--- config.mk ---
export PLATFORM = sky130hd
export DESIGN_NAME = ddr_cmd_monitor
export DESIGN_NICKNAME = d
export VERILOG_FILES = /design/src/rtl/ddr_mon_pkg.sv /design/src/rtl/ddr_cmd_decode.sv /design/src/rtl/ddr_bank_state.sv /design/src/rtl/ddr_burst_track.sv /design/src/rtl/ddr_cmd_monitor.sv
export SDC_FILE = /design/constraint.sdc
export NUM_CORES = 1
export LEC_CHECK = 0
export BUFFER_PORTS_ARGS = -buffer_cell sky130_fd_sc_hd__buf_2
export CORE_UTILIZATION = 53
export CTS_BUF_LIST = sky130_fd_sc_hd__clkbuf_4
export DETAILED_ROUTE_END_ITERATION = 7
export PLACE_DENSITY = 0.84
export SETUP_SLACK_MARGIN = 0.05
export SLEW_MARGIN = 5
export SYNTH_ARGS = -nofsm -noshare
export SYNTH_HDL_FRONTEND = slang
export SYNTH_HIERARCHICAL = 1
export SYNTH_SLANG_ARGS = --single-unit
--- constraint.sdc ---
create_clock -name clk -period 3.6 [get_ports clk]
set_input_delay 0.54 -clock clk [delete_from_list [all_inputs] [get_ports clk]]
set_output_delay 0.54 -clock clk [all_outputs]
set_load 0.005 [all_outputs]
--- src/rtl/ddr_mon_pkg.sv ---
// Shared codes for the DDR command monitor.
// Assumes: codes are stable; consumers compare against these values.
package ddr_mon_pkg;
    typedef enum logic [3:0] {
        CMD_NOP  = 4'd0,
        CMD_ACT  = 4'd1,
        CMD_RD   = 4'd2,
        CMD_WR   = 4'd3,
        CMD_BST  = 4'd4,
        CMD_PRE  = 4'd5,
        CMD_AREF = 4'd6,
        CMD_SREF = 4'd7,
        CMD_LMR  = 4'd8,
        CMD_ILL  = 4'd9
    } cmd_e;

    typedef enum logic [2:0] {
        ERR_NONE     = 3'd0,
        ERR_ILLEGAL  = 3'd1,
        ERR_CLOSED   = 3'd2,
        ERR_OPEN     = 3'd3,
        ERR_BST      = 3'd4,
        ERR_REF_OPEN = 3'd5,
        ERR_MR_RSVD  = 3'd6
    } err_e;

    typedef enum logic [1:0] {
        BK_RD_PLAIN = 2'd0,
        BK_RD_AP    = 2'd1,
        BK_WR       = 2'd2
    } burst_kind_e;
endpackage

--- src/rtl/ddr_cmd_decode.sv ---
// Pure combinational decode of one sampled command slot.
// Assumes: inputs are already registered or stable at the sampling edge.
// Fields that a command does not use are driven to zero.
module ddr_cmd_decode
    import ddr_mon_pkg::*;
#(
    parameter int BA_W   = 2,
    parameter int ADDR_W = 13,
    parameter int AP_BIT = 10
) (
    input  logic              clk_en,
    input  logic              chip_sel_n,
    input  logic              row_strobe_n,
    input  logic              col_strobe_n,
    input  logic              wr_en_n,
    input  logic [BA_W-1:0]   bank_sel,
    input  logic [ADDR_W-1:0] addr_in,
    output cmd_e              cmd,
    output logic [BA_W-1:0]   bank,
    output logic [ADDR_W-1:0] addr,
    output logic              ap,
    output logic              mr_sel,
    output logic              mr_rsvd
);
    logic [2:0] strobes;
    assign strobes = {row_strobe_n, col_strobe_n, wr_en_n};

    // Map the strobe pattern and clock enable onto a command and its fields.
    always_comb begin
        cmd     = CMD_NOP;
        bank    = '0;
        addr    = '0;
        ap      = 1'b0;
        mr_sel  = 1'b0;
        mr_rsvd = 1'b0;
        if (!clk_en) begin
            cmd = (!chip_sel_n && strobes == 3'b001) ? CMD_SREF : CMD_ILL;
        end else if (!chip_sel_n) begin
            unique case (strobes)
                3'b111: cmd = CMD_NOP;
                3'b011: begin
                    cmd  = CMD_ACT;
                    bank = bank_sel;
                    addr = addr_in;
                end
                3'b101, 3'b100: begin
                    cmd  = (strobes[0]) ? CMD_RD : CMD_WR;
                    bank = bank_sel;
                    addr = addr_in;
                    ap   = addr_in[AP_BIT];
                end
                3'b110: cmd = CMD_BST;
                3'b010: begin
                    cmd  = CMD_PRE;
                    ap   = addr_in[AP_BIT];
                    bank = addr_in[AP_BIT] ? '0 : bank_sel;
                end
                3'b001: cmd = CMD_AREF;
                3'b000: begin
                    cmd     = CMD_LMR;
                    addr    = addr_in;
                    mr_sel  = bank_sel[0];
                    mr_rsvd = |bank_sel[BA_W-1:1];
                end
                default: cmd = CMD_ILL;
            endcase
        end
    end
endmodule

--- src/rtl/ddr_bank_state.sv ---
// Per-bank open/closed record.
// Assumes: the caller only asserts the update strobes for accepted commands.
// Closing has priority over opening in the same cycle.
module ddr_bank_state #(
    parameter int BA_W      = 2,
    localparam int NUM_BANKS = 1 << BA_W
) (
    input  logic                 clk,
    input  logic                 rst_n,
    input  logic                 open_en,
    input  logic [BA_W-1:0]      open_bank,
    input  logic                 close_en,
    input  logic [BA_W-1:0]      close_bank,
    input  logic                 close_all,
    output logic [NUM_BANKS-1:0] open_q
);
    for (genvar i = 0; i < NUM_BANKS; i++) begin : g_bank
        // Hold one bank's row-open flag.
        always_ff @(posedge clk) begin
            if (!rst_n) begin
                open_q[i] <= 1'b0;
            end else if (close_all || (close_en && close_bank == BA_W'(i))) begin
                open_q[i] <= 1'b0;
            end else if (open_en && open_bank == BA_W'(i)) begin
                open_q[i] <= 1'b1;
            end
        end
    end
endmodule

--- src/rtl/ddr_burst_track.sv ---
// Counts down the window of an in-flight burst and remembers its kind.
// Assumes: start and stop are never both high (caller decodes one command).
module ddr_burst_track
    import ddr_mon_pkg::*;
#(
    parameter int BURST_LEN = 4,
    localparam int CNT_W    = $clog2(BURST_LEN + 1)
) (
    input  logic        clk,
    input  logic        rst_n,
    input  logic        start,
    input  burst_kind_e start_kind,
    input  logic        stop,
    output logic        active,
    output burst_kind_e kind
);
    logic [CNT_W-1:0] cnt_q;

    // Load the window on a start, clear on a stop, else count down.
    always_ff @(posedge clk) begin
        if (!rst_n) begin
            cnt_q <= '0;
            kind  <= BK_RD_PLAIN;
        end else if (start) begin
            cnt_q <= CNT_W'(BURST_LEN);
            kind  <= start_kind;
        end else if (stop) begin
            cnt_q <= '0;
        end else if (cnt_q != '0) begin
            cnt_q <= cnt_q - 1'b1;
        end
    end

    assign active = (cnt_q != '0);
endmodule

--- src/rtl/ddr_cmd_monitor.sv ---
// DDR SDRAM command bus monitor: decodes each sampled slot, checks it against
// bank and burst state, and registers the result one cycle later.
// Assumes: the bus is sampled on the rising edge; rejected commands do not
// alter tracked state.
module ddr_cmd_monitor
    import ddr_mon_pkg::*;
#(
    parameter int BA_W      = 2,
    parameter int ADDR_W    = 13,
    parameter int AP_BIT    = 10,
    parameter int BURST_LEN = 4,
    localparam int NUM_BANKS = 1 << BA_W
) (
    input  logic              clk,
    input  logic              rst_n,
    input  logic              clk_en,
    input  logic              chip_sel_n,
    input  logic              row_strobe_n,
    input  logic              col_strobe_n,
    input  logic              wr_en_n,
    input  logic [BA_W-1:0]   bank_sel,
    input  logic [ADDR_W-1:0] addr_in,
    output logic [3:0]        cmd_o,
    output logic [BA_W-1:0]   bank_o,
    output logic [ADDR_W-1:0] addr_o,
    output logic              ap_o,
    output logic              mr_sel_o,
    output logic              err_o,
    output logic [2:0]        err_code_o
);
    cmd_e              dec_cmd;
    logic [BA_W-1:0]   dec_bank;
    logic [ADDR_W-1:0] dec_addr;
    logic              dec_ap;
    logic              dec_mr_sel;
    logic              dec_mr_rsvd;
    logic [NUM_BANKS-1:0] bank_open;
    logic              burst_active;
    burst_kind_e       burst_kind;
    err_e              err_now;
    logic              accept;
    logic              is_rdwr;
    burst_kind_e       new_kind;

    ddr_cmd_decode #(.BA_W(BA_W), .ADDR_W(ADDR_W), .AP_BIT(AP_BIT)) u_decode (
        .clk_en       (clk_en),
        .chip_sel_n   (chip_sel_n),
        .row_strobe_n (row_strobe_n),
        .col_strobe_n (col_strobe_n),
        .wr_en_n      (wr_en_n),
        .bank_sel     (bank_sel),
        .addr_in      (addr_in),
        .cmd          (dec_cmd),
        .bank         (dec_bank),
        .addr         (dec_addr),
        .ap           (dec_ap),
        .mr_sel       (dec_mr_sel),
        .mr_rsvd      (dec_mr_rsvd)
    );

    // Judge the decoded command against the state left by earlier commands.
    always_comb begin
        err_now = ERR_NONE;
        unique case (dec_cmd)
            CMD_ILL:           err_now = ERR_ILLEGAL;
            CMD_ACT:           if (bank_open[dec_bank]) err_now = ERR_OPEN;
            CMD_RD, CMD_WR:    if (!bank_open[dec_bank]) err_now = ERR_CLOSED;
            CMD_BST:           if (!(burst_active && burst_kind == BK_RD_PLAIN))
                                   err_now = ERR_BST;
            CMD_AREF, CMD_SREF: if (|bank_open) err_now = ERR_REF_OPEN;
            CMD_LMR:           if (dec_mr_rsvd) err_now = ERR_MR_RSVD;
            default:           err_now = ERR_NONE;
        endcase
    end

    assign accept  = (err_now == ERR_NONE);
    assign is_rdwr = (dec_cmd == CMD_RD) || (dec_cmd == CMD_WR);

    // Classify a starting burst for the later stop-legality check.
    always_comb begin
        if (dec_cmd == CMD_WR)  new_kind = BK_WR;
        else if (dec_ap)        new_kind = BK_RD_AP;
        else                    new_kind = BK_RD_PLAIN;
    end

    ddr_bank_state #(.BA_W(BA_W)) u_banks (
        .clk        (clk),
        .rst_n      (rst_n),
        .open_en    (accept && dec_cmd == CMD_ACT),
        .open_bank  (dec_bank),
        .close_en   (accept && ((is_rdwr && dec_ap) ||
                                (dec_cmd == CMD_PRE && !dec_ap))),
        .close_bank (dec_bank),
        .close_all  (accept && dec_cmd == CMD_PRE && dec_ap),
        .open_q     (bank_open)
    );

    ddr_burst_track #(.BURST_LEN(BURST_LEN)) u_burst (
        .clk        (clk),
        .rst_n      (rst_n),
        .start      (accept && is_rdwr),
        .start_kind (new_kind),
        .stop       (accept && dec_cmd == CMD_BST),
        .active     (burst_active),
        .kind       (burst_kind)
    );

    // Register the decode and verdict for the cycle after sampling.
    always_ff @(posedge clk) begin
        if (!rst_n) begin
            cmd_o      <= CMD_NOP;
            bank_o     <= '0;
            addr_o     <= '0;
            ap_o       <= 1'b0;
            mr_sel_o   <= 1'b0;
            err_o      <= 1'b0;
            err_code_o <= ERR_NONE;
        end else begin
            cmd_o      <= dec_cmd;
            bank_o     <= dec_bank;
            addr_o     <= dec_addr;
            ap_o       <= dec_ap;
            mr_sel_o   <= dec_mr_sel;
            err_o      <= !accept;
            err_code_o <= err_now;
        end
    end
endmodule

---- Yosys cells after proc, flatten, opt, wreduce, memory -nomap -nowiden ----
Index checks and enable logic that the tools add are counted.
storage, ports and cells
  bits in registers ....................... 34
  bits of input ports ..................... 22
  output and inout bits ................... 25
  word-level logic and storage cells ...... 114
cells by class
  $add $sub $neg .......................... 1
  magnitude comparators ................... 1
  eq/ne operators ......................... 19
  multiplexer cells ....................... 28
  bitwise gates (word level) .............. 4
  reduce and logical (&&, ||, !) cells .... 47
operators by type and width
  operator                                                         number
  4-bit case mux with 7 select lines                               1
  1-bit logical AND                                                18
  3-bit two-way mux                                                6
  3-bit case mux with 6 select lines                               1
  4-bit by 3-bit == test with 1-bit output, second input constant  4
  4-bit OR reduction                                               4
  2-bit OR reduction                                               7
  3-bit == test, second input constant                             4
  2-bit two-way mux                                                6
  4-bit two-way mux                                                3
  1-bit two-way mux                                                9
  3-bit OR reduction                                               3
  4-bit by 2-bit == test with 1-bit output, second input constant  2
  4-bit == test, second input constant                             2
  3-bit by 2-bit == test with 1-bit output, second input constant  2
  3-bit zero test                                                  2
  1-bit logical OR                                                 6
  3-bit nonzero test                                               2
  2-bit == test, second input constant                             2
  4-bit by 1-bit == test with 1-bit output, second input constant  1
  2-bit zero test                                                  2
  1-bit NOT                                                        4
  2-bit case mux with 2 select lines                               1
  3-bit by 1-bit == test with 1-bit output, second input constant  1
  5 further kinds                                                  7

---- Logic depth before layout (Yosys ltp) ----
  depth in word-level cells ............... 14
  gate-level depth with buffers ........... 12
  mapped depth without buffers ............ 10

---- Hierarchy ----
Netlist, hierarchy kept.
by module, submodules not included
  module           times used  cells each  area each (µm²)  seq. area each (µm²)
  ddr_cmd_monitor  1           89          928.4            500.5
  ddr_cmd_decode   1           41          277.8            0.0
  ddr_burst_track  1           24          231.5            100.1
  ddr_bank_state   1           19          183.9            80.1

---- Worst setup path before layout ----
Ideal clock, no wire load.
  kind .................................... input -> register
  start ................................... input port col_strobe_n
  end ..................................... register u_banks.open_q[0]
  library setup time ...................... 86 ps
  data arrival time ....................... 3004 ps
  data required time ...................... 3514 ps
  slack ................................... 509 ps
  cell stages on the path ................. 10
  buffers on the path ..................... 1
  cell sequence ........................... buf_4 or2b_1 o21a_1 nor2_1 mux2_1 nor2_1 a21oi_1 nor4bb_1 or3b_1 a221oi_2
between the ends
  cells in the longest elaborated chain, start to end .. 14
  elaborated cells between the ends (all ways) .. 57
  classes of those cells .................. 16 x eq/ne; 19 x mux; 22 x reduce/logical
RTL lines
  what                                                                              line                                          RTL
  start: declaration                                                                ddr_cmd_monitor.sv:19                         input logic col_strobe_n,
  3-bit by 2-bit == test with 1-bit output / 3-bit == test (equally long branches)  ddr_cmd_decode.sv:39                          unique case (strobes)
  3-bit OR reduction (no line)                                                      --
  2-bit case mux with 2 select lines *                                              ddr_cmd_decode.sv:39
  2-bit two-way mux *                                                               ddr_cmd_decode.sv:38                          end else if (!chip_sel_n) begin
  2-bit two-way mux *                                                               ddr_cmd_decode.sv:36                          if (!clk_en) begin
  named net dec_bank[1]                                                             ddr_cmd_monitor.sv:32                         logic [BA_W-1:0] dec_bank;
  1-bit binary-select mux with 2-bit select                                         ddr_cmd_monitor.sv:66, ddr_cmd_monitor.sv:67
  1-bit two-way mux (implied by the code)                                           ddr_cmd_monitor.sv:66, ddr_cmd_monitor.sv:67
  2-bit two-way mux, on equally long branches                                       ddr_cmd_monitor.sv:66, ddr_cmd_monitor.sv:67
  3-bit case mux with 6 select lines                                                ddr_cmd_monitor.sv:64                         unique case (dec_cmd)
  3-bit zero test                                                                   ddr_cmd_monitor.sv:76                         assign accept = (err_now == ERR_NONE);
  1-bit logical AND, on equally long branches                                       ddr_cmd_monitor.sv:94, ddr_cmd_monitor.sv:91
  1-bit logical AND, on equally long branches                                       ddr_cmd_monitor.sv:94, ddr_bank_state.sv:22
  1-bit logical OR                                                                  ddr_bank_state.sv:22                          end else if (close_all || (close_en && close_bank == BA_W'(i))) begin
  2-bit OR reduction (no line)                                                      --
  end signal: indexed assignment                                                    ddr_bank_state.sv:21                          open_q[i] <= 1'b0;
  end signal: indexed assignment                                                    ddr_bank_state.sv:23                          open_q[i] <= 1'b0;
  end signal: indexed assignment                                                    ddr_bank_state.sv:25                          open_q[i] <= 1'b1;
  end: declaration                                                                  ddr_bank_state.sv:15                          output logic [NUM_BANKS-1:0] open_q
Mark *: on every way through the listed nets, which the timed path passes. The rest lies on a longest branch. The select of a mux whose other input is x is not followed.
A chain may end at the register's enable or synchronous reset.

---- Worst setup path after layout ----
  start ................................... input port chip_sel_n
  end ..................................... register u_banks.open_q[0]
between the ends
  elaborated cells between the ends (all ways) .. 43
  classes of those cells .................. 9 x eq/ne; 15 x mux; 19 x reduce/logical
RTL lines
  what                                         line                                          RTL
  start: declaration                           ddr_cmd_monitor.sv:17                         input logic chip_sel_n,
  2-bit two-way mux *                          ddr_cmd_decode.sv:38
  2-bit two-way mux *                          ddr_cmd_decode.sv:36
  named net dec_bank[1]                        ddr_cmd_monitor.sv:32
  1-bit binary-select mux with 2-bit select    ddr_cmd_monitor.sv:66, ddr_cmd_monitor.sv:67
  1-bit two-way mux (implied by the code)      ddr_cmd_monitor.sv:66, ddr_cmd_monitor.sv:67
  2-bit two-way mux, on equally long branches  ddr_cmd_monitor.sv:66, ddr_cmd_monitor.sv:67
  3-bit case mux with 6 select lines           ddr_cmd_monitor.sv:64
  3-bit zero test                              ddr_cmd_monitor.sv:76
  1-bit logical AND, on equally long branches  ddr_cmd_monitor.sv:94, ddr_cmd_monitor.sv:91
  1-bit logical AND, on equally long branches  ddr_cmd_monitor.sv:94, ddr_bank_state.sv:22
  1-bit logical OR                             ddr_bank_state.sv:22
  2-bit OR reduction (no line)                 --
Marked as above.

==> summary.txt <==
Clock tree
  – Post-CTS sizing: 0
  – TritonCTS buffer count: 5
  – Reg clk slew, reported paths: 0.10 ns
  – Clock Sinks: 34
  – Post-CTS setup buffers: 0
  – CTS tree: yes
  – H-tree level count: 2
  – Hold buffer count at cts: 0
  – Root buf cell: clkbuf_4
  – Clk Latency, worst-skew pair: 0.33 ns
  – Longest Clk Path Bufs: 2

GRT
  – Vias in the first global route: 1,252
  – First-pass GRT wire length: 5.50 mm
  – Initial antenna violation count: 0
  – Gr usage total: 22.5%
  – Largest net degree at the start of global routing: 31
  – Overflow after GRT: 0

Cells and area
  – Most common cell after layout, fill and taps aside: buf_2
  – Nets: 245
  – Final Core Density: 68.8%
  – Fillers: 251
  – Multi-input logic area: 877 um2
  – FF+latch area: 681 um2
  – Layout area overhead: 20.0%
  – Highest-count cells in the layout ignoring fill and taps: buf_2, dfxtp_1, and2_1
  – Layout cells sized above 1: 30.2%
  – Diode count: 0

Timing
  – Fmax: 355 MHz
  – Fin crit period: 2.82 ns
  – RSZ-0062 raised after global routing: false
  – Final Max Slew Viols: 0
  – Fin Setup TNS: 0 ns
  – Relative slew slack: 53.3%
  – Worst Max-Slew Pin Slew: 0.696 ns
  – Setup violators final: 0
  – Final Hold Violating Endpoints: 0
  – Fin Clk Skew: 0.00530 ns
  – Crit share post-route: 78.3%

Die
  – Initial Util: 57.3%
  – Cell Rows: 19
  – Num ports: 47
  – Core ar.: 2830 um2
  – Die width: 57.3 um
  – Chip height: 57.3 um
  – Die area: 3290 um2

Outcome
  – Outcome: finished with violations
  – Failing checks: DRC

Pwr
  – Peak supply drop: 0.307 mV
  – PwrDens: 435 nW/um2
  – Leak pwr: 0.942 nW

Worst hold path
  – Worst min-delay path class: reg2reg
  – Cell depth of the worst hold path: 2

Worst setup path
  – Crit path required time: 3.85 ns
  – Crit path DAT: 3.07 ns
  – Most common cell on crit path: nor2_1
  – Crit path max fanout: 17
  – FF-to-FF path depth: 6
  – Worst path slowest cell: nor4bb_1
  – Critical path class: in2reg
  – CP Cell Sequence: buf_2 > and2b_2 > nand2_1 > nor2_1 > buf_4 > mux2_1 > nor2_1 > a21oi_1 > nor4bb_1 > or3b_1 > a221oi_2
  – Worst path bufs/invs: 2
  – Critical path's top delay family: simple AND/OR/NAND/NOR gates
  – Crit path capture type: flop
  – Startpoint Class: primary input
  – CP peak stage delay: 0.56 ns
  – Critical path depth: 11

Yosys
  – Multiplexer area fraction after synthesis: 3.78%
  – Top FF cell, synth: dfxtp_1
  – Adder-Cell Fraction of Synth Area: 1.54%
  – Mapped Area: 1620 um2
  – Post-synth cell types: 45
  – Mapped Cells: 173
  – Synth Warn #: 6
  – Post-synth EDFFs: 0
  – Compound-gate portion of the synthesized area: 12.3%
  – Synth Net Count: 197
  – Xor/xnor share of the synthesized area: 1.54%
  – Post-synthesis area per instance: 9.37 um2
  – Post-synth ARST share: 0%
  – Largest family of logic cells by synthesized area: simple AND/OR/NAND/NOR gates
  – Simple-gate portion of the synthesized area: 34.9%
  – Sequential fraction of the synthesis area: 42.0%
  – Synth Register Bits: 34

Drt
  – Detail Route Antenna Nets: 0
  – Vias per cell: 5.49
  – Routed wire per std cell: 13.5 um
  – Via count: 1,389
  – 1st-iter DRT viols: 47
  – DRT Pass-1 Iters: 7
  – Total Wirelength: 3.41 mm
  – DRC: 4

Place
  – PortBufs: 46
  – DP HPWL: 2.59 mm
  – RePlAce Congestion: 0.821

Job
  – Max-cap viol count: 0
-- synthesized netlist by cell type, drive strengths merged, types with 2 or more instances --
library cell / n / share of area (%)
clkbuf: 5 / 1.2
nand2b: 5 / 2.4
dfxtp: 34 / 42
a31oi: 2 / 0.77
nand3b: 2 / 0.93
ha: 2 / 1.5
inv: 7 / 1.6
mux2i: 5 / 3.1
or3b: 3 / 1.6
nor3: 2 / 0.62
nand2: 7 / 1.6
or2b: 2 / 0.93
a211oi: 3 / 1.4
nor2: 11 / 2.5
and2: 24 / 9.3
o21ai: 3 / 0.93
and3: 18 / 7.5
buf: 2 / 1.2
a21oi: 3 / 0.93
nor2b: 8 / 3.1
o21a: 4 / 1.9
a221oi: 4 / 2.5
-- tightest hold or removal path, delay by kind of cell (launching register included) --
kind	cells	cell delay [ns]
AO/OA/AOI/OAI	1	0.07
buffers and inverters	1	0.05
flip-flops	1	0.33
-- worst paths after layout --
kind	startpoint	endpoint	slack (ns)
max reg2reg	u_banks/open_q[2]$_SDFFE_PP0P_	u_banks/open_q[0]$_SDFFE_PP0P_	1.52
max	chip_sel_n	u_banks/open_q[0]$_SDFFE_PP0P_	0.78
min reg2reg	u_banks/open_q[1]$_SDFFE_PP0P_	u_banks/open_q[1]$_SDFFE_PP0P_	0.50
min	u_banks/open_q[1]$_SDFFE_PP0P_	u_banks/open_q[1]$_SDFFE_PP0P_	0.50
-- state kept, by name (all words and copies together), names as in the netlist --
| signal | count |
|---|---|
| cmd_o | 4 |
| addr_o | 13 |
| mr_sel_o | 1 |
| u_burst/cnt_q | 3 |
| ap_o | 1 |
| err_o | 1 |
| err_code_o | 3 |
| u_banks/open_q | 4 |
| bank_o | 2 |
| u_burst/kind | 2 |
-- cells by family after synthesis --
| group | count (synthesis) |
|---|---|
| AO/OA/AOI/OAI | 25 |
| XOR/XNOR | 2 |
| adder cells (fa/ha/maj) | 2 |
| buffers and inverters | 14 |
| flip-flops | 34 |
| multiplexers | 6 |
| AND/OR/NAND/NOR | 90 |
-- per-layer routing --
metal | wire length, um | vias up | share of wire [%] | track usage (%)
met5 | 0 | - | 0 | 0
met4 | 59 | 0 | 1.7 | 10.5
met3 | 210 | 5 | 6.2 | 6.12
met2 | 1730 | 47 | 51 | 38.8
met1 | 1410 | 642 | 41 | 25.8
li1 | - | 695 | - | -
-- through the flow --
| stage | power [W] | setup WS (ns) | area (um2) | instances | hold slack [ns] |
|---|---|---|---|---|---|
| finish | 0.000847 | 0.783 | 1950 | 253 | 0.505 |
| global route | 0.000889 | 0.568 | 1950 | 253 | 0.500 |
| CTS | 0.000853 | 0.832 | 1950 | 253 | 0.506 |
| floorplan | 0.000536 | 0.509 | 1620 | 173 | 0.455 |
| detailed placement | 0.000585 | 0.488 | 1870 | 245 | 0.492 |
| global placement | 0.000571 | 0.612 | 1870 | 245 | 0.484 |
-- where the power goes --
group	leakage, nW	switching [W]	total (W)	internal, W
Combinational	0.620	0.0000915	0.000169	0.0000771
Sequential	0.277	0.0000113	0.000411	0.000400
Clock	0.0450	0.000123	0.000267	0.000144
Total	0.942	0.000226	0.000847	0.000620
-- final cells by class --
class | count | share of cell area, %
multi-input combinational | 125 | 45.1
sequential | 34 | 35.0
timing repair buffer | 48 | 12.6
clock inverter | 3 | 2.06
tap | 31 | 1.99
clock buffer | 5 | 1.93
inverter | 7 | 1.35
(Power assumes the default switching activity.)
